<file path="src/rtl/boot_scan_pkg.sv">
package boot_scan_pkg;

   localparam int PATH_W = 3;
   localparam int IDX_W  = 3;

   // loader path codes (order of the default scan is 1..6)
   localparam logic [PATH_W-1:0] P_NONE     = 3'd0;
   localparam logic [PATH_W-1:0] P_SPI_HOST = 3'd1;
   localparam logic [PATH_W-1:0] P_UART1_P5 = 3'd2;
   localparam logic [PATH_W-1:0] P_UART1_P3 = 3'd3;
   localparam logic [PATH_W-1:0] P_UART2    = 3'd4;
   localparam logic [PATH_W-1:0] P_SPI_DEV  = 3'd5;
   localparam logic [PATH_W-1:0] P_I2C      = 3'd6;
   localparam logic [PATH_W-1:0] P_SPI_CUST = 3'd7;

   localparam logic [7:0] SEL_CUSTOM = 8'hAA;

   typedef enum logic [2:0] {
      S_SAMPLE,
      S_ATTEMPT,
      S_GAP,
      S_DONE,
      S_HALT
   } state_e;

   typedef struct packed {
      logic [3:0] port;
      logic [3:0] pin;
   } pinsel_t;

endpackage

</file>
<file path="src/rtl/boot_cfg_decode.sv">
module boot_cfg_decode
   import boot_scan_pkg::*;
(
   input  logic [31:0]       cfg,
   input  logic [31:0]       map,
   output logic              custom,
   output logic [PATH_W-1:0] uart_path,
   output logic [7:0]        wake_op,
   output logic [7:0]        spi_div,
   output pinsel_t           sck,
   output pinsel_t           cs,
   output pinsel_t           dout,
   output pinsel_t           din,
   output logic              map_on_p0
);

   localparam int N_SIG = 4;

   logic [N_SIG-1:0] hit_p0;

   assign custom  = (cfg[7:0] == SEL_CUSTOM);
   assign wake_op = cfg[15:8];
   assign spi_div = cfg[23:16];

   always_comb begin
      unique case (cfg[31:24])
         8'h01:   uart_path = P_UART1_P3;
         8'h02:   uart_path = P_UART1_P5;
         default: uart_path = P_UART2;
      endcase
   end

   assign sck  = pinsel_t'(map[7:0]);
   assign cs   = pinsel_t'(map[15:8]);
   assign dout = pinsel_t'(map[23:16]);
   assign din  = pinsel_t'(map[31:24]);

   for (genvar g = 0; g < N_SIG; g++) begin : g_p0
      assign hit_p0[g] = (map[8*g +: 8] == 8'h00);
   end

   assign map_on_p0 = |hit_p0;

endmodule

</file>
<file path="src/rtl/boot_step_timer.sv">
module boot_step_timer #(
   parameter int TMO_W = 16
) (
   input  logic             clk,
   input  logic             rst_n,
   input  logic             run,
   input  logic [TMO_W-1:0] limit,
   output logic             expire
);

   if (TMO_W < 2 || TMO_W > 32) begin : g_chk_w
      $error("boot_step_timer: TMO_W out of range");
   end

   logic [TMO_W-1:0] cnt;

   always_ff @(posedge clk or negedge rst_n) begin
      if (!rst_n) cnt <= '0;
      else if (run) cnt <= cnt + 1'b1;
      else cnt <= '0;
   end

   assign expire = run && (limit != '0) && (cnt == limit - 1'b1);


   cnt_in_window_chk: assert property (@(posedge clk) disable iff (!rst_n)
      (run && limit != '0 && $stable(limit)) |-> (cnt < limit));

endmodule

</file>
<file path="src/rtl/boot_order_map.sv">
module boot_order_map
   import boot_scan_pkg::*;
#(
   parameter bit CUSTOM_EN = 1'b1
) (
   input  logic              custom,
   input  logic [PATH_W-1:0] uart_path,
   input  logic [IDX_W-1:0]  idx,
   output logic [PATH_W-1:0] path,
   output logic [IDX_W-1:0]  last_idx
);

   localparam logic [IDX_W-1:0] LAST_PLAIN = IDX_W'(5);
   localparam logic [IDX_W-1:0] LAST_CUST  = IDX_W'(7);

   logic [PATH_W-1:0] plain_path;
   assign plain_path = PATH_W'(idx + 1'b1);

   if (CUSTOM_EN) begin : g_cust
      always_comb begin
         if (!custom) begin
            path     = plain_path;
            last_idx = LAST_PLAIN;
         end else begin
            last_idx = LAST_CUST;
            if (idx == '0)               path = uart_path;
            else if (idx == IDX_W'(1))   path = P_SPI_CUST;
            else                         path = PATH_W'(idx - 1'b1);
         end
      end
   end else begin : g_plain
      logic unused_in;
      assign unused_in = custom ^ (|uart_path);
      assign path      = plain_path;
      assign last_idx  = LAST_PLAIN;
   end

endmodule

</file>
<file path="src/rtl/boot_scan_seq.sv">
module boot_scan_seq
   import boot_scan_pkg::*;
#(
   parameter int TMO_W     = 16,
   parameter bit CUSTOM_EN = 1'b1
) (
   input  logic             clk,
   input  logic             rst_n,
   input  logic             app_flag_a,
   input  logic             app_flag_b,
   input  logic [31:0]      boot_cfg,
   input  logic [31:0]      pin_map,
   input  logic [TMO_W-1:0] step_timeout,
   input  logic             ld_done,
   input  logic             ld_fail,
   output logic             ld_en,
   output logic [2:0]       ld_path,
   output logic             cust_pins,
   output logic [3:0]       sck_port,
   output logic [3:0]       sck_pin,
   output logic [3:0]       cs_port,
   output logic [3:0]       cs_pin,
   output logic [3:0]       dout_port,
   output logic [3:0]       dout_pin,
   output logic [3:0]       din_port,
   output logic [3:0]       din_pin,
   output logic [7:0]       wake_op,
   output logic [7:0]       spi_div,
   output logic             rst_pin_en,
   output logic             dbg_en,
   output logic             boot_local,
   output logic             boot_done,
   output logic             halted,
   output logic             start_exec
);

   if (TMO_W < 2 || TMO_W > 32) begin : g_chk_w
      $error("boot_scan_seq: TMO_W out of range");
   end

   state_e            state;
   logic [IDX_W-1:0]  idx;
   logic [31:0]       cfg_q;
   logic [31:0]       map_q;
   logic              local_q;
   logic              start_q;

   logic              custom;
   logic [PATH_W-1:0] uart_path;
   logic              map_on_p0;
   pinsel_t           sck, cs, dout, din;
   logic [PATH_W-1:0] cur_path;
   logic [IDX_W-1:0]  last_idx;
   logic              expire;
   logic              attempt;
   logic              step_fail;
   logic              pad0_busy;

   boot_cfg_decode u_dec (
      .cfg       (cfg_q),
      .map       (map_q),
      .custom    (custom),
      .uart_path (uart_path),
      .wake_op   (wake_op),
      .spi_div   (spi_div),
      .sck       (sck),
      .cs        (cs),
      .dout      (dout),
      .din       (din),
      .map_on_p0 (map_on_p0)
   );

   boot_order_map #(.CUSTOM_EN(CUSTOM_EN)) u_order (
      .custom    (custom),
      .uart_path (uart_path),
      .idx       (idx),
      .path      (cur_path),
      .last_idx  (last_idx)
   );

   boot_step_timer #(.TMO_W(TMO_W)) u_tmr (
      .clk    (clk),
      .rst_n  (rst_n),
      .run    (attempt),
      .limit  (step_timeout),
      .expire (expire)
   );

   assign attempt   = (state == S_ATTEMPT);
   assign step_fail = attempt && !ld_done && (ld_fail || expire);

   always_ff @(posedge clk or negedge rst_n) begin
      if (!rst_n) begin
         state   <= S_SAMPLE;
         idx     <= '0;
         cfg_q   <= '0;
         map_q   <= '0;
         local_q <= 1'b0;
         start_q <= 1'b0;
      end else begin
         start_q <= 1'b0;
         unique case (state)
            S_SAMPLE: begin
               cfg_q   <= boot_cfg;
               map_q   <= pin_map;
               local_q <= app_flag_a & app_flag_b;
               idx     <= '0;
               if (app_flag_a & app_flag_b) begin
                  state   <= S_DONE;
                  start_q <= 1'b1;
               end else begin
                  state <= S_ATTEMPT;
               end
            end
            S_ATTEMPT: begin
               if (ld_done) begin
                  state   <= S_DONE;
                  start_q <= 1'b1;
               end else if (step_fail) begin
                  if (idx == last_idx) state <= S_HALT;
                  else begin
                     state <= S_GAP;
                     idx   <= idx + 1'b1;
                  end
               end
            end
            S_GAP:   state <= S_ATTEMPT;
            default: state <= state;
         endcase
      end
   end

   always_comb begin
      unique case (cur_path)
         P_SPI_HOST, P_UART2, P_SPI_DEV: pad0_busy = 1'b1;
         P_SPI_CUST:                     pad0_busy = map_on_p0;
         default:                        pad0_busy = 1'b0;
      endcase
   end

   assign ld_en      = attempt;
   assign ld_path    = attempt ? cur_path : P_NONE;
   assign cust_pins  = attempt && (cur_path == P_SPI_CUST);
   assign rst_pin_en = !(attempt && pad0_busy);
   assign dbg_en     = (state == S_HALT);
   assign halted     = (state == S_HALT);
   assign boot_done  = (state == S_DONE);
   assign boot_local = local_q;
   assign start_exec = start_q;

   assign sck_port  = sck.port;
   assign sck_pin   = sck.pin;
   assign cs_port   = cs.port;
   assign cs_pin    = cs.pin;
   assign dout_port = dout.port;
   assign dout_pin  = dout.pin;
   assign din_port  = din.port;
   assign din_pin   = din.pin;


   start_one_cycle_chk: assert property (@(posedge clk) disable iff (!rst_n)
      start_exec |=> !start_exec);


   done_sticky_chk: assert property (@(posedge clk) disable iff (!rst_n)
      boot_done |=> (boot_done && !ld_en));


   halt_sticky_chk: assert property (@(posedge clk) disable iff (!rst_n)
      halted |=> (halted && dbg_en && !ld_en));


   pad0_gate_chk: assert property (@(posedge clk) disable iff (!rst_n)
      !rst_pin_en |-> ld_en);


   gap_after_fail_chk: assert property (@(posedge clk) disable iff (!rst_n)
      (ld_en && ld_fail && !ld_done) |=> !ld_en);


   done_wins_chk: assert property (@(posedge clk) disable iff (!rst_n)
      (ld_en && ld_done) |=> (boot_done && start_exec));


   local_no_scan_chk: assert property (@(posedge clk) disable iff (!rst_n)
      boot_local |-> !ld_en);

endmodule

</file>
<file path="config.mk">
export PLATFORM = sky130hd
export DESIGN_NAME = boot_scan_seq
export DESIGN_NICKNAME = d
export VERILOG_FILES = /design/src/rtl/boot_scan_pkg.sv /design/src/rtl/boot_cfg_decode.sv /design/src/rtl/boot_step_timer.sv /design/src/rtl/boot_order_map.sv /design/src/rtl/boot_scan_seq.sv
export SDC_FILE = /design/constraint.sdc
export NUM_CORES = 1
export LEC_CHECK = 0
export ABC_AREA = 0
export CAP_MARGIN = 20
export CORE_MARGIN = 5
export CORE_UTILIZATION = 52
export DETAILED_ROUTE_END_ITERATION = 10
export PLACE_DENSITY_LB_ADDON = 0.05
export SYNTH_ARGS = -nofsm -noshare
export SYNTH_HDL_FRONTEND = slang
export SYNTH_HIERARCHICAL = 1
export SYNTH_SLANG_ARGS = --single-unit
</file>
<file path="constraint.sdc">
create_clock -name clk -period 7.1 [get_ports clk]
set_input_delay 0.71 -clock clk [delete_from_list [all_inputs] [get_ports clk]]
set_output_delay 0.71 -clock clk [all_outputs]
set_load 0.01 [all_outputs]
</file>
# ---- After elaboration in Yosys (flattened, before gate mapping)
# Cells that the tools add are included.
dict set report totals {
  inputBits 86
  elab_cells 72
  output_inout_bits 59
  reg_bits 88
}
dict set report op_classes {
  n_reduce_logical 22
  addsub 4
  n_eq_ne 18
  muxes 20
  n_bitwise 1
}
# cell n
set op_table {}
lappend op_table {{$logic_not A8 Y1} 4}
lappend op_table {{$mux W3} 10}
lappend op_table {{$add A16 B1 Y16 const B} 1}
lappend op_table {{$eq A16 B16 Y1} 1}
lappend op_table {{$mux W16} 1}
lappend op_table {{$reduce_bool A16 Y1} 1}
lappend op_table {{$sub A16 B1 Y16 const B} 1}
lappend op_table {{$eq A3 B3 Y1 const B} 4}
lappend op_table {{$pmux W3 S2} 2}
lappend op_table {{$eq A3 B1 Y1 const B} 3}
lappend op_table {{$pmux W3 S3} 1}
lappend op_table {{$eq A8 B1 Y1 const B} 1}
lappend op_table {{$eq A8 B2 Y1 const B} 1}
lappend op_table {{$eq A8 B8 Y1 const B} 1}
lappend op_table {{$eq A3 B2 Y1 const B} 2}
lappend op_table {{$logic_and A1 B1 Y1} 6}
lappend op_table {{$logic_not A3 Y1} 2}
lappend op_table {{$mux W2} 2}
lappend op_table {{$ne A2 B2 Y1 const B} 2}
lappend op_table {{$pmux W1 S2} 2}
lappend op_table {{$reduce_and A4 Y1} 1}
lappend op_table {{$reduce_or A4 Y1} 1}
lappend op_table {{$add A3 B1 Y3 const B} 1}
lappend op_table {{$eq A3 B3 Y1} 1}
lappend op_table {{11 further kinds} 13}

# ---- Logic depth before layout (Yosys ltp)
dict set report logic_depth {
  ltp_word 9
  depth_mapped 11
  depth_no_buf 11
}

# ---- By module
# Netlist, hierarchy kept.
# mod instances cells_per_inst area_each_um2 seq_area_each_um2
set modules_own_cells {}
lappend modules_own_cells {boot_scan_seq 1 329 2889.0 1801.7}
lappend modules_own_cells {boot_step_timer 1 155 1351.3 400.4}
lappend modules_own_cells {boot_cfg_decode 1 70 501.7 0.0}
lappend modules_own_cells {boot_order_map 1 23 167.7 0.0}

# ---- Worst setup path after synthesis
# OpenSTA, ideal clock, no wires.
dict set report synth_timing {
  kind {in2reg}
  from {input port step_timeout[7]}
  to {register idx[2]}
  stages 10
  t_arrival_ns 3.099
  slack_ns 3.882
  path_buffers 1
  setup_time_ns 0.118
  t_required_ns 6.982
  path_cell_list {or4_4 -> buf_6 -> nor4_2 -> nand3_1 -> a221o_1 -> nor4_2 -> o21bai_1 -> a311o_4 -> mux2i_1 -> a21o_1}
}
dict set report synth_via {
  elab_chain_len 7
  word_cells_on_any_way 9
  cone_classes {add/sub (1); eq/ne (2); reduce/logical (6)}
}
# element line_no
set synth_rtl {}
lappend synth_rtl {{start, declared} boot_scan_seq.sv:13} ;# input logic [TMO_W-1:0] step_timeout,
lappend synth_rtl {{$sub A16 B1 Y16 / $reduce_bool A16 Y1 (equally long branches)} boot_step_timer.sv:23} ;# assign expire = run && (limit != '0) && (cnt == limit - 1'b1);
lappend synth_rtl {{$eq A16 B16 Y1 / $logic_and A1 B1 Y1 (equally long branches)} boot_step_timer.sv:23}
lappend synth_rtl {{$logic_and A1 B1 Y1 *} boot_step_timer.sv:23}
lappend synth_rtl {{via expire} boot_scan_seq.sv:54} ;# logic expire;
lappend synth_rtl {{$logic_or A1 B1 Y1 *} boot_scan_seq.sv:90} ;# assign step_fail = attempt && !ld_done && (ld_fail || expire);
lappend synth_rtl {{$logic_and A1 B1 Y1 *} boot_scan_seq.sv:90}
lappend synth_rtl {{$ne A2 B1 Y1 (no source line) *} --}
lappend synth_rtl {{$reduce_and A4 Y1 (no source line) *} --}
lappend synth_rtl {{end signal, assigned} boot_scan_seq.sv:123} ;# idx <= idx + 1'b1;
lappend synth_rtl {{end, declared} boot_scan_seq.sv:42} ;# logic [IDX_W-1:0] idx;
# The timed path passes the listed nets; every way through them passes the cells marked *.
# A chain may end at the register's enable or synchronous reset.

# ---- Worst setup path in the final report
dict set report layout_timing {
  from {input port step_timeout[2]}
  to {register idx[2]}
}
# The elaborated chain is that of the path after synthesis.

==> parameters.txt <==
Parameter                              Value

Setup path
  Crit Path Max Fanout ... 8
  Cell occurring most often along the worst timing path ... nor4_2
  Req. time, crit path ... 7.35 ns
  Element type at the critical path end ... flop
  Worst reg2reg path endpoint ... idx[2]
  Highest cell delay on the worst timing path ... 0.67 ns
  Critical path, cell by cell ... clkdlybuf4s50_1, nor4_2, and2_1, o2111ai_1, a221o_1, nor4_2, o21bai_1, a311o_4, mux2i_1, a21o_1
  Endpoint arrival time on the critical path ... 3.94 ns
  Critical Setup Path Class ... in -> reg
  Origin of the critical flop-to-flop path ... state[0]
  Critical Path Slowest Stage Cell ... nor4_2
  Slack of the worst reg-to-reg path ... 4.06 ns
  FF-to-FF path depth ... 9
  Startpoint types ... input pin

GRT
  First-pass GRT wire length ... 19300 um
  Antenna violations before repair ... 0
  GR Util All Layers ... 0.2092
  Global route overflow ... 0
  Vias in the first global route ... 4007
  Pin count of the biggest net entering global routing ... 89

Clock network
  Number of levels in the clock H-tree ... 3
  Clk root buf ... clkbuf_8
  CTS clk-pin slew, worst paths ... 0.09 ns
  Setup Buffers After CTS ... 0
  Number of buffers created by CTS ... 9
  Max Root-Sink Buffers ... 2
  Number of gates resized after cts ... 0
  Number of clock sinks ... 88
  Source-to-sink clock delay at the later pin of the worst-skew pair ... 0.36 ns
  CTS tree ... done
  Hold Buf Count CTS ... 0

Synth
  Number of enable flip-flop cells after synthesis ... 0
  Synthesized area ... 4910 um^2
  Most frequently used flop master after synthesis ... dfrtp_1
  Most common library cells after synthesis ... 208 x nand2_1, 88 x dfrtp_1, 53 x buf_4
  Yosys warning count ... 6
  Netlist cell types ... 53
  Count of mapped cells out of synthesis ... 577
  #FFs+latches synth ... 88
  Async set-or-reset flop fraction in the synthesized netlist ... 1.000
  Synth top area share ... 0.4485
  Average cell area after synthesis ... 8.509 um^2
  Top cells by area in the synthesized netlist ... dfrtp_1 45%, nand2_1 16%, buf_4 8.1%
  Cell type with the largest total area after synthesis ... dfrtp_1
  Most instantiated library cell after synthesis ... nand2_1
  Sequential fraction of the synthesis area ... 0.4485

STA
  Final setup TNS ... 0 ns
  Worst hold slack ... 0.2332 ns
  Timing-limited maximum frequency ... 271.1 MHz
  Number of endpoints with negative hold slack in the final report ... 0
  RSZ-0062 raised after global routing ... no
  Fin worst setup slack ... 3.411 ns
  Worst slew pin tran ... 0.6486 ns
  Final Max Slew Viols ... 0
  Period utilization ... 0.5196
  Normalized max-slew margin ... 0.5640
  Tmin final ... 3.689 ns
  Setup violators final ... 0
  Post-Route Skew ... 0.009309 ns

Floorplanning
  Cell Rows ... 35
  Boundary Pins ... 145
  Die width ... 107.2 um
  Vert. Die Dim ... 107.2 um
  Overall die area ... 11490 um^2
  Effective utilization at floorplan ... 0.5313
  Core box area ... 9240 um^2

Route
  # DRC ... 0
  Residual antenna-violating net count after detailed routing ... 0
  Overall via count from detail_route ... 4038
  Drt wl/cell ... 14.70 um
  Vias per cell ... 5.054
  Initial detailed-routing violation count ... 126
  First-pass iteration count of the detailed router ... 4
  Post-Route WL ... 11750 um

Cells and area
  Area added between synthesis and finish ... 28.16%
  Final net count ... 758
  Number of standard cells in the layout, taps in and fillers out ... 799
  Fraction of layout instances using a drive strength above 1 ... 0.04776
  Core utilization of the finished layout ... 0.6810
  Diodes inserted ... 0

Hold path
  Worst min-delay path category ... in -> async

Placement
  Post-placement setup slack ... 3.034 ns
  PortBufs ... 144
  HPWL Detailed ... 8522 um
  Routability-driven placement congestion ratio ... 0.8027
  Instance count after placement with tap cells included ... 782

Run
  Maxcap violations ... 0

Run status
  Run status ... complete, no violations

Power and ir drop
  Power per cell area ... 151.2 nW/um^2
  Leakage power of the design ... 2.697 nW
  Peak supply drop ... 0.1176 mV
==> worst max-delay path by stage <==
stage                     from  endpoint  slack, ns
6_report       step_timeout[2]    idx[2]       3.41
5_1_grt        step_timeout[2]    idx[2]       3.21
4_1_cts        step_timeout[2]    idx[2]       3.40
3_5_place_dp   step_timeout[2]    idx[2]       3.03
3_3_place_gp   step_timeout[2]    idx[2]       3.12
2_1_floorplan  step_timeout[7]    idx[2]       3.88
==> metal layers <==
layer | vias to the layer above | track usage | wire (um)
met5 | - | 0 | 0
met4 | 0 | 0.05205 | 102
met3 | 9 | 0.06924 | 900
met2 | 120 | 0.3525 | 5787
met1 | 1896 | 0.2592 | 4955
li1 | 2013 | - | -
==> metrics by stage <==
stage                     power [W]  area [um^2]
after floorplan           0.0005375         4913
after global placement    0.0006016         6060
after detailed placement  0.0006028         6060
after CTS                 0.0009618         6265
after global routing      0.0009916         6292
final                     0.0009516         6292
==> registers in the layout, summed over array words and instances (netlist names) <==
name        cells
start_exec      1
u_tmr/cnt      16
cfg_q          32
state           3
boot_local      1
idx             3
map_q          32
==> power by group <==
group	leakage [nW]	internal (W)	total [W]	switching, W
clock	0.101	0.000176	0.000357	0.000181
sequential	0.874	0.000502	0.000504	0.00000211
combinational	1.72	0.0000550	0.0000914	0.0000364
total	2.70	0.000732	0.000952	0.000219
==> cell usage in the layout (no fill, tap or decap), types with 4 or more instances in the layout <==
cell / n
clkbuf_8: 10
xnor2_1: 14
and3_1: 5
nor3_1: 9
nand3_1: 18
ha_1: 7
clkdlybuf4s50_1: 143
nor4_2: 5
nor2_1: 12
dfrtp_1: 88
nor2b_1: 4
or3_1: 6
a21oi_1: 4
nor4_1: 10
xor2_1: 20
nand2_1: 208
o21ai_0: 13
and2_1: 17
inv_1: 13
a31oi_1: 4
nand2b_1: 4
==> worst max-delay path: cells and delay by family <==
kind | cells | cell delay (ns)
compound gates | 5 | 1.28
buf+inv | 1 | 0.54
mux | 1 | 0.13
simple gates | 3 | 1.28
==> final cells by class <==
| type | count | area [um^2] |
|---|---|---|
| Tap cell | 129 | 161.4 |
| Fill cell | 791 | 2948 |
| Clock buffer | 11 | 141.4 |
| Clock inverter | 5 | 63.81 |
| Timing Repair Buffer | 147 | 1481 |
| Multi-Input combinational cell | 406 | 2193 |
| Sequential cell | 88 | 2202 |
| Inverter | 13 | 48.80 |
==> kinds of logic (layout without fill, tap and decap cells) <==
kind of cell    Yosys count  after routing  share of synthesized area
fa+ha+maj                 7              7                    0.01784
compound gates           42             42                    0.05913
simple gates            319            319                     0.3022
other cells               1              2                  0.0007638
flops                    88             88                     0.4485
xor+xnor                 34             34                    0.06065
buf+inv                  84            176                     0.1068
mux                       2              2                   0.004078
Power figures use the tool's default switching activity.
